## src/rtl/escPkg.sv

```systemverilog
package escPkg;
  localparam int BYTE_W = 8;
  localparam int DISP_W = 2 * BYTE_W;
  localparam int FLD_W = 3;
  localparam int OP_W = 2 * FLD_W;
  localparam logic [4:0] ESC_PREFIX = 5'b11011;
  localparam logic [1:0] MOD_REG = 2'd3;
  localparam logic [1:0] MOD_D8 = 2'd1;
  localparam logic [FLD_W-1:0] RM_DIRECT = 3'd6;

  typedef enum logic [2:0] {
    S_IDLE, S_MODRM, S_DLO, S_DHI, S_READ
  } escState_e;

  typedef struct packed {
    logic loadOp;
    logic loadModrm;
    logic loadDispLo;
    logic loadDispHi;
    logic finish;
    logic pass;
  } escCtrl_t;
endpackage

```

## src/rtl/escCtrl.sv

```systemverilog
module escCtrl
  import escPkg::*;
(
  input  logic           clk,
  input  logic           rstN,
  input  logic           byteValid,
  input  logic [4:0]     byteTop,
  input  logic [FLD_W-1:0] byteRm,
  input  logic           rdAck,
  output escCtrl_t       ctrl,
  output logic           rdReq,
  output logic           byteReady
);
  escState_e state, nextState;
  logic twoBytes, nextTwo;
  logic [1:0] modIn;

  assign modIn = byteTop[4:3];

  always_comb begin
    ctrl = '0;
    nextState = state;
    nextTwo = twoBytes;
    case (state)
      S_IDLE: if (byteValid) begin
        if (byteTop == ESC_PREFIX) begin
          ctrl.loadOp = 1'b1;
          nextState = S_MODRM;
        end else begin
          ctrl.pass = 1'b1;
        end
      end
      S_MODRM: if (byteValid) begin
        ctrl.loadModrm = 1'b1;
        if (modIn == MOD_REG) begin
          ctrl.finish = 1'b1;
          nextState = S_IDLE;
        end else if (modIn == 2'd0 && byteRm != RM_DIRECT) begin
          nextState = S_READ;
        end else begin
          nextTwo = (modIn != MOD_D8);
          nextState = S_DLO;
        end
      end
      S_DLO: if (byteValid) begin
        ctrl.loadDispLo = 1'b1;
        nextState = twoBytes ? S_DHI : S_READ;
      end
      S_DHI: if (byteValid) begin
        ctrl.loadDispHi = 1'b1;
        nextState = S_READ;
      end
      S_READ: if (rdAck) begin
        ctrl.finish = 1'b1;
        nextState = S_IDLE;
      end
      default: nextState = S_IDLE;
    endcase
  end

  always_ff @(posedge clk) begin
    if (!rstN) begin
      state <= S_IDLE;
      twoBytes <= 1'b0;
    end else begin
      state <= nextState;
      twoBytes <= nextTwo;
    end
  end

  assign rdReq = (state == S_READ);
  assign byteReady = (state != S_READ);
endmodule

```

## src/rtl/escDatapath.sv

```systemverilog
module escDatapath
  import escPkg::*;
(
  input  logic              clk,
  input  logic              rstN,
  input  escCtrl_t          ctrl,
  input  logic [BYTE_W-1:0] byteIn,
  output logic [OP_W-1:0]   copOp,
  output logic [FLD_W-1:0]  rmSel,
  output logic              isMem,
  output logic [DISP_W-1:0] eaDisp,
  output logic              done,
  output logic              passValid,
  output logic [BYTE_W-1:0] passByte
);
  logic [FLD_W-1:0] opLo, regFld, rmQ;
  logic [1:0] modQ;
  logic [DISP_W-1:0] dispQ;
  logic doneQ, passQ;
  logic [BYTE_W-1:0] passByteQ;

  always_ff @(posedge clk) begin
    if (!rstN) begin
      opLo <= '0;
      regFld <= '0;
      rmQ <= '0;
      modQ <= MOD_REG;
      dispQ <= '0;
      doneQ <= 1'b0;
      passQ <= 1'b0;
      passByteQ <= '0;
    end else begin
      doneQ <= ctrl.finish;
      passQ <= ctrl.pass;
      if (ctrl.pass) passByteQ <= byteIn;
      if (ctrl.loadOp) opLo <= byteIn[FLD_W-1:0];
      if (ctrl.loadModrm) begin
        modQ <= byteIn[7:6];
        regFld <= byteIn[5:3];
        rmQ <= byteIn[FLD_W-1:0];
        dispQ <= '0;
      end
      if (ctrl.loadDispLo) begin
        if (modQ == MOD_D8) dispQ <= {{BYTE_W{byteIn[BYTE_W-1]}}, byteIn};
        else dispQ <= {{BYTE_W{1'b0}}, byteIn};
      end
      if (ctrl.loadDispHi) dispQ[DISP_W-1:BYTE_W] <= byteIn;
    end
  end

  assign copOp = {opLo, regFld};
  assign rmSel = rmQ;
  assign isMem = (modQ != MOD_REG);
  assign eaDisp = dispQ;
  assign done = doneQ;
  assign passValid = passQ;
  assign passByte = passByteQ;
endmodule

```

## src/rtl/escDecoder.sv

```systemverilog
module escDecoder
  import escPkg::*;
(
  input  logic              clk,
  input  logic              rstN,
  input  logic              byteValid,
  input  logic [BYTE_W-1:0] byteIn,
  output logic              byteReady,
  input  logic              rdAck,
  output logic              rdReq,
  output logic [OP_W-1:0]   copOp,
  output logic [FLD_W-1:0]  rmSel,
  output logic              isMem,
  output logic [DISP_W-1:0] eaDisp,
  output logic              done,
  output logic              passValid,
  output logic [BYTE_W-1:0] passByte
);
  escCtrl_t ctrl;

  escCtrl ctrl_i (
    .clk(clk), .rstN(rstN), .byteValid(byteValid),
    .byteTop(byteIn[7:3]), .byteRm(byteIn[FLD_W-1:0]),
    .rdAck(rdAck), .ctrl(ctrl), .rdReq(rdReq), .byteReady(byteReady)
  );

  escDatapath dp_i (
    .clk(clk), .rstN(rstN), .ctrl(ctrl), .byteIn(byteIn),
    .copOp(copOp), .rmSel(rmSel), .isMem(isMem), .eaDisp(eaDisp),
    .done(done), .passValid(passValid), .passByte(passByte)
  );
endmodule

```

## config.mk

```make
export PLATFORM = sky130hd
export DESIGN_NAME = escDecoder
export DESIGN_NICKNAME = d
export VERILOG_FILES = /design/src/rtl/escPkg.sv /design/src/rtl/escCtrl.sv /design/src/rtl/escDatapath.sv /design/src/rtl/escDecoder.sv
export SDC_FILE = /design/constraint.sdc
export NUM_CORES = 1
export LEC_CHECK = 0
export BUFFER_PORTS_ARGS = -buffer_cell sky130_fd_sc_hd__buf_2
export CAP_MARGIN = 10
export CORE_MARGIN = 4
export CORE_UTILIZATION = 25
export CTS_CLUSTER_SIZE = 28
export DETAILED_ROUTE_END_ITERATION = 6
export HOLD_SLACK_MARGIN = 0.12
export PLACE_DENSITY_LB_ADDON = 0.25
export SKIP_LAST_GASP = 1
export SYNTH_ARGS = -nofsm -noshare
export SYNTH_HDL_FRONTEND = slang
export SYNTH_SLANG_ARGS = --single-unit
```

## constraint.sdc

```tcl
create_clock -name clk -period 3.79 [get_ports clk]
set_input_delay 0.5685 -clock clk [delete_from_list [all_inputs] [get_ports clk]]
set_output_delay 0.5685 -clock clk [all_outputs]
set_load 0.02 [all_outputs]
```

Yosys cells after proc, flatten, opt, wreduce, memory -nomap -nowiden
Index checks and enable logic that the tools add are counted.
- register bits: 41
- bits of input ports: 12
- output and inout bits: 38
- equal/unequal tests: 17
- muxes and demuxes: 28
- bitwise gates (word level): 2
- reduce and logical (&&, ||, !) cells: 7
- operator list (cell ; number):
    two-way mux 16 bit ; 3
    two-way mux 3 bit ; 9
    case mux 3 bit (5 select lines) ; 1
    two-way mux 1 bit ; 13
    inequality test 2 bit, second input constant ; 6
    two-way mux 8 bit ; 1
    equality test 3 x 2 -> 1 bit, second input constant ; 2
    inequality test 3 bit, second input constant ; 2
    AND reduction 6 bit ; 1
    equality test 5 bit, second input constant ; 1
    inequality test 2 x 1 -> 1 bit, second input constant ; 2
    AND reduction 4 bit ; 1
    equality test 3 x 1 -> 1 bit, second input constant ; 1
    equality test 3 bit, second input constant ; 1
    logical NOT 3 bit ; 1
    nonzero test 3 bit ; 1
    equality test 2 x 1 -> 1 bit, second input constant ; 1
    equality test 2 bit, second input constant ; 1
    logical NOT 2 bit ; 1
    inverter 1 bit ; 2
    case mux 1 bit (2 select lines) ; 1
    nonzero test 2 bit ; 1
    logical AND 1 bit ; 1

Logic depth before layout (Yosys ltp)
Gate-level depths: netlist (run 1).
- depth in word-level cells: 6
- depth in mapped cells: 7

Modules after synthesis
A second synthesis (run 1) with hierarchy kept.
- cells, all modules: 173
- area total of the unflattened synthesis: 1810.5 um^2
- by module, submodules not included (module ; instances ; cells each ; area an instance (um^2) ; sequential area each (um^2)):
    escDatapath ; 1 ; 131 ; 1465.2 ; 740.7
    escCtrl ; 1 ; 42 ; 345.3 ; 80.1

Least setup slack after synthesis (run 1)
Ideal clock, no wire load.
- path type: register to output
- start: reg ctrl_i.state[0]
- end: out byteReady
- data arrival time: 1.410 ns
- required time: 3.222 ns
- setup slack: 1.812 ns
- cell stages (with the launch flop): 5
- path buffers: 2
- cell sequence: dfxtp_1 > buf_6 > clkbuf_1 > nor3_1 > inv_1
- word-level cells in the longest chain between the ends: 1
- RTL lines (what ; RTL line ; text):
    from (decl) ; escCtrl.sv:14 ; escState_e state, nextState;
    from (signal assigned) ; escCtrl.sv:66 ; state <= nextState;
    inequality test 3 bit ; escCtrl.sv:72 ; assign byteReady = (state != S_READ);
    to (decl) ; escDecoder.sv:8 ; output logic byteReady,
No other way between the ends.

Worst setup path after layout (run 1)
- start: reg ctrl_i.state[1]
- end: reg dp_i.dispQ[13], in the netlist dp_i.eaDisp[13]
- word-level cells in the longest chain between the ends: 4
- elaborated cells on any way between the ends: 9
- those cells by class: eq/ne (3); mux (5); reduce/logical (1)
- RTL lines (what ; RTL line ; text):
    equality test 3 x 2 -> 1 bit ; escCtrl.sv:24 ; case (state)
    two-way mux 1 bit ; escCtrl.sv:24 ;
    two-way mux 16 bit ; escDatapath.sv:43 ; if (ctrl.loadDispLo) begin
    two-way mux 8 bit ; escDatapath.sv:47 ; if (ctrl.loadDispHi) dispQ[DISP_W-1:BYTE_W] <= byteIn;
    to (signal assigned) ; escDatapath.sv:44 ; if (modQ == MOD_D8) dispQ <= {{BYTE_W{byteIn[BYTE_W-1]}}, byteIn};
    to (signal assigned) ; escDatapath.sv:45 ; else dispQ <= {{BYTE_W{1'b0}}, byteIn};
    to (signal, indexed assignment) ; escDatapath.sv:47 ;
    to (decl) ; escDatapath.sv:18 ; logic [DISP_W-1:0] dispQ;
Several ways; a longest one is shown, not always the timed one.
A chain may end at the register's enable or synchronous reset.

==> out/results.txt, run 1 <==
layout cells sized above 1 = 0.248
Routed Antenna Nets = 0
unrepaired setup endpoints after global routing = false
Worst Hold Slack = 0.454 ns
Post-Synth XOR/XNOR Area = 0
die outline area = 0.00830 mm^2
area taken by multi-input logic gates = 803 um^2
clk_lat worst skew = 0.29 ns
CTS Buf Count = 5
Layout area overhead = 20.3%
unique cell type count in the Yosys netlist = 38
TNS Setup = 0 ns
Fin. Hold Viols = 0
CP required = 4.02 ns
gp weighted congestion = 0.824
Total GRT Usage = 0.117
total core area = 0.00676 mm^2
Synth Area per Inst = 8.55 um^2
setup bufs post-CTS = 0
largest family of logic cells by synthesized area = simple AND/OR/NAND/NOR gates
leak pwr = 0.896 nW
Total Wirelength = 4.89 mm
synthesized area = 0.00173 mm^2
clock sink count = 41
starting density of the core = 0.256
Ys Warns = 0
first-pass GRT wire length = 7.77 mm
PostCTS Resize Cnt = 0
Critical Path AT = 2.26 ns
placement-stage cell area = 0.00198 mm^2
sequential cell area fraction in the yosys report = 0.475
Vias = 1571
pre-CTS setup slack = 1.60 ns
First-pass DRT Iterations = 4
register area = 821 um^2
Worst Skew = 0.00756 ns
Syn Inst Count = 202
initial antenna violation count = 0
Inst Count DP = 313
largest net degree at the start of global routing = 46
slack of the critical path = 1.76 ns
fin nets = 253
fin crit period = 2.03 ns
Cell Pwr Density = 382 mW/mm^2
Synth Net Count = 214
antenna diode count = 0
Slew @ Worst Pin = 0.723 ns
status = finished clean
PortBufs = 49
design area = 0.00208 mm^2
Clock Tree Buf Depth = 2
TritonCTS clock tree = done
WS Path Type = reg2reg
clock-pin transition on the worst setup and hold timing paths = 0.09 ns
Max Fanout on Critical Path = 13
number of max-cap violations = 0
worst hold-check path type = reg2reg
mux cell area share after synthesis = 0.0174
fin crit share = 0.536
FF+latch count, synth = 41
post-detailed-route via-to-cell ratio = 4.88
Max-slew headroom = 0.518
die width = 91.1 um
io pins = 50
Max Clk Rate = 493 MHz
cts hold-fix bufs = 0
CP Launch Type = flop
iteration-0 DRC count of the detailed router = 72
DRC viols = 0
die height = 91.1 um
global route total overflow = 0
maximum vdd ir drop = 146 uV
# fillers = 735
clock tree root driver cell = clkbuf_8
vias in the first global route = 1537
CTS H-tree lvls = 2
CP Capture Type = flop
compound-gate portion of the synthesized area = 0.196
row count = 30
simple-gate share of the synthesized area = 0.251
dpl hpwl = 3.34 mm
post-synthesis adder-cell area fraction = 0
Non-Filler Instances = 322
Final Slew Violations = 0
# setup viols final = 0
Avg WL per Cell = 15.2 um
-- cell usage after synthesis --
cell	instances	area (um^2)
o21ai_1	1	5.00
and3b_1	2	17.5
nor3_1	2	10.0
a211o_1	1	8.76
buf_1	1	3.75
o21a_1	2	15.0
nand2_1	48	180
a21boi_0	14	105
mux2i_1	3	30.0
nor2_1	3	11.3
and3_1	1	6.26
a22oi_1	5	37.5
a211oi_1	1	7.51
nand4_1	2	12.5
a21oi_1	5	25.0
inv_1	4	15.0
clkbuf_1	11	41.3
a32oi_1	1	8.76
nand2b_1	4	25.0
dfxtp_1	41	821
o21ai_0	5	25.0
nor2b_1	3	18.8
and2_1	1	6.26
nor3b_1	1	7.51
o221a_1	2	22.5
nand3b_1	2	15.0
a21oi_4	1	16.3
o211ai_1	2	15.0
o221a_2	2	22.5
a31oi_1	1	6.26
buf_2	4	20.0
and4_1	1	8.76
nand3_1	17	85.1
nor4bb_1	1	10.0
o22ai_1	3	18.8
buf_6	2	22.5
or4b_1	1	10.0
and4b_1	1	10.0
-- worst max-delay path: stages, from the launching register on --
cell,delay (ns)
dfxtp_1,0.56
and3b_1,0.29
nor2b_1,0.53
nand4_1,0.40
nand3_1,0.19
-- cell type report --
type / instances / area share
Multi-Input combinational cell: 139 / 0.387
Timing Repair Buffer: 50 / 0.120
Sequential cell: 41 / 0.395
Tap cell: 80 / 0.0482
Clock buffer: 6 / 0.0349
Clock inverter: 2 / 0.00723
Inverter: 4 / 0.00723
-- worst paths after layout --
| check | startpoint | endpoint | slack, ns | cells after the start |
|---|---|---|---|---|
| worst max-delay path | ctrl_i.state[1] | dp_i.eaDisp[13] | 1.76 | 4 |
| worst min-delay path | dp_i.passByte[0] | dp_i.passByte[0] | 0.45 | 2 |
| worst max register to register | ctrl_i.state[1] | dp_i.eaDisp[13] | 1.76 | 4 |
| worst min register to register | dp_i.passByte[0] | dp_i.passByte[0] | 0.45 | 2 |
-- cells in the final DEF, fill, tap and decap left out, types with 2 or more instances in the layout --
cell type and n:
buf_2 49, nand2_1 48, dfxtp_1 41, nand3_1 17
a21boi_0 14, o21ai_0 5, a22oi_1 5, a21oi_1 5
clkbuf_8 5, inv_1 4, nand2b_1 4, nor2b_1 3
nor2_1 3, o22ai_1 3, mux2i_1 3, nor3_1 2
and3b_1 2, o21a_1 2, nand4_1 2, nand3b_1 2
o221a_1 2, o211ai_1 2, o221a_2 2, clkinvlp_4 2
-- cell families after synthesis --
family | Yosys count
AND/OR/NAND/NOR | 90
multiplexers | 3
flip-flops | 41
AO/OA/AOI/OAI | 46
buffers and inverters | 22
-- registers in the layout, summed over array words and instances (netlist names) --
| signal | flops |
|---|---|
| ctrl_i.state | 3 |
| dp_i.done | 1 |
| dp_i.modQ | 2 |
| ctrl_i.twoBytes | 1 |
| dp_i.eaDisp | 16 |
| dp_i.opLo | 3 |
| dp_i.regFld | 3 |
| dp_i.rmSel | 3 |
| dp_i.passByte | 8 |
| dp_i.passValid | 1 |
-- through the flow --
step | utilization | power [mW]
5_1_grt | 0.307 | 0.827
3_3_place_gp | 0.294 | 0.516
2_1_floorplan | - | 0.491
4_1_cts | 0.307 | 0.805
6_report | 0.307 | 0.794
3_5_place_dp | 0.294 | 0.516
-- layer usage --
layer,share of wire,vias to the layer above,global-route usage
met4,0.0047,0,0.0327
met3,0.058,2,0.0331
met5,0,-,0
met1,0.48,751,0.161
li1,-,776,-
met2,0.46,42,0.178
-- report_power, final --
| part | switching (mW) | total [mW] | internal (mW) | leakage (nW) |
|---|---|---|---|---|
| Clock | 0.158 | 0.288 | 0.130 | 0.0374 |
| Sequential | 0.00359 | 0.441 | 0.438 | 0.332 |
| Combinational | 0.0428 | 0.0643 | 0.0215 | 0.526 |
Note: power is estimated with default switching activity, not from simulation.
==> run 2: changes to the inputs <==
==> constraint.sdc (replaced) <==
create_clock -name clk -period 1.7 [get_ports clk]
set_input_delay 0.255 -clock clk [delete_from_list [all_inputs] [get_ports clk]]
set_output_delay 0.255 -clock clk [all_outputs]
set_load 0.02 [all_outputs]
==> run 2 against run 1 <==
  * Maximum frequency is 32% higher
  * Combinational power grew 130%
  * Flip-flop and latch count unchanged
  * Sequential share of layout area decreased by 1.6 points
  * Worst hold slack worse by 0.16 ns
  * First-iteration DRC count up 35%
  * Setup slack worse by 1.6 ns
  * Sequential power up 120%
==> out/results.txt, run 2 (synthesized netlist as in run 1, its figures left out) <==
clock-pin transition on the worst setup and hold timing paths = 0.08 ns
PortBufs = 49
setup bufs post-CTS = 0
slack of the critical path = 0.158 ns
CTS Buf Count = 5
Vias = 1590
vias in the first global route = 1537
commonest non-fill, non-tap cell in the layout = buf_2
final cell utilization of the core = 0.320
Routed Antenna Nets = 0
antenna diode count = 0
commonest cells after routing, fill and taps aside = buf_2 (49), nand2_1 (48), dfxtp_1 (41), nand3_1 (17), a21boi_0 (14)
Total Wirelength = 4.92 mm
global route total overflow = 0
TritonCTS clock tree = done
First-pass DRT Iterations = 4
leak pwr = 0.958 nW
die width = 91.1 um
layout cells sized above 1 = 0.276
CTS H-tree lvls = 2
WS Path Type = reg2reg
dpl hpwl = 3.47 mm
Final Slew Violations = 0
post-detailed-route via-to-cell ratio = 4.82
gp weighted congestion = 0.864
starting density of the core = 0.256
largest net degree at the start of global routing = 26
total core area = 0.00676 mm^2
cts hold-fix bufs = 0
Largest register FFs = 16
worst hold-check path type = in2reg
TNS Setup = 0 ns
Max-slew headroom = 0.699
number of max-cap violations = 0
first-pass GRT wire length = 8.05 mm
die height = 91.1 um
# setup viols final = 0
die outline area = 0.00830 mm^2
Max Fanout on Critical Path = 12
PostCTS Resize Cnt = 0
io pins = 50
fin crit period = 1.54 ns
initial antenna violation count = 0
Max Clk Rate = 649 MHz
fin nets = 262
Avg WL per Cell = 14.9 um
pre-CTS setup slack = 0.133 ns
status = finished clean
Fin. Hold Viols = 0
clock tree root driver cell = clkbuf_8
Layout area overhead = 25.3%
clk_lat worst skew = 0.29 ns
row count = 30
Critical Path AT = 1.78 ns
clock sink count = 41
CP Launch Type = flop
maximum vdd ir drop = 263 uV
Total GRT Usage = 0.123
DRC viols = 0
unrepaired setup endpoints after global routing = false
Cell Pwr Density = 877 mW/mm^2
CP Capture Type = flop
Worst Skew = 0.00832 ns
Clock Tree Buf Depth = 2
CP required = 1.94 ns
iteration-0 DRC count of the detailed router = 97
fin crit share = 0.907
Slew @ Worst Pin = 0.445 ns
-- run 2: changes by cell type in the layout (fill, tap and decap cells not counted) --
| cell | change |
|---|---|
| clkbuf_2 | -1 |
| clkbuf_1 | -1 |
| clkinv_2 | +1 |
| buf_4 | +10 |
| clkinvlp_4 | -2 |
| bufinv_16 | +1 |
-- run 2: critical path: stages (launching register included) --
cell	delay [ns]
dfxtp_1	0.33
or4b_1	0.60
a21oi_4	0.31
o221a_1	0.24
-- run 2: cell type report --
cell class / instances / area [um^2]
sequential: 41 / 821
fill: 739 / 4590
tap: 80 / 100
inverter: 4 / 15.0
clock inverter: 2 / 35.0
clock buffer: 5 / 68.8
timing repair buffer: 59 / 320
multi-input combinational: 139 / 803
-- run 2: path summary, 6_finish.rpt --
kind / start / to / slack, ns / cells after the start
worst max-delay path: ctrl_i.state[1] / dp_i.passByte[7] / 0.16 / 3
worst max register to register: ctrl_i.state[1] / dp_i.passByte[7] / 0.16 / 3
worst min-delay path: byteIn[0] / dp_i.passByte[0] / 0.29 / 3
worst min register to register: dp_i.eaDisp[13] / dp_i.eaDisp[13] / 0.46 / 2
-- run 2: where the power goes --
part | internal [mW] | switching (mW) | total (mW)
Sequential | 0.976 | 0.00809 | 0.984
Clock | 0.427 | 0.337 | 0.764
Combinational | 0.0526 | 0.0976 | 0.150
-- run 2: metrics by stage --
stage                     cell area (um^2)  cells  total power, mW  hold WS [ns]
after floorplan                       1730    202             1.09         0.377
after global placement                2050    322             1.16         0.430
after detailed placement              2050    322             1.16         0.439
after CTS                             2160    329             1.92         0.285
after global routing                  2160    330             1.97         0.306
final                                 2160    330             1.90         0.291
-- run 2: routing by layer --
layer / vias up / global-route usage / part of all wire
met4: 0 / 0.0377 / 0.0071
met2: 57 / 0.191 / 0.46
met1: 735 / 0.162 / 0.47
li1: 790 / - / -
met5: - / 0 / 0
met3: 8 / 0.0381 / 0.069
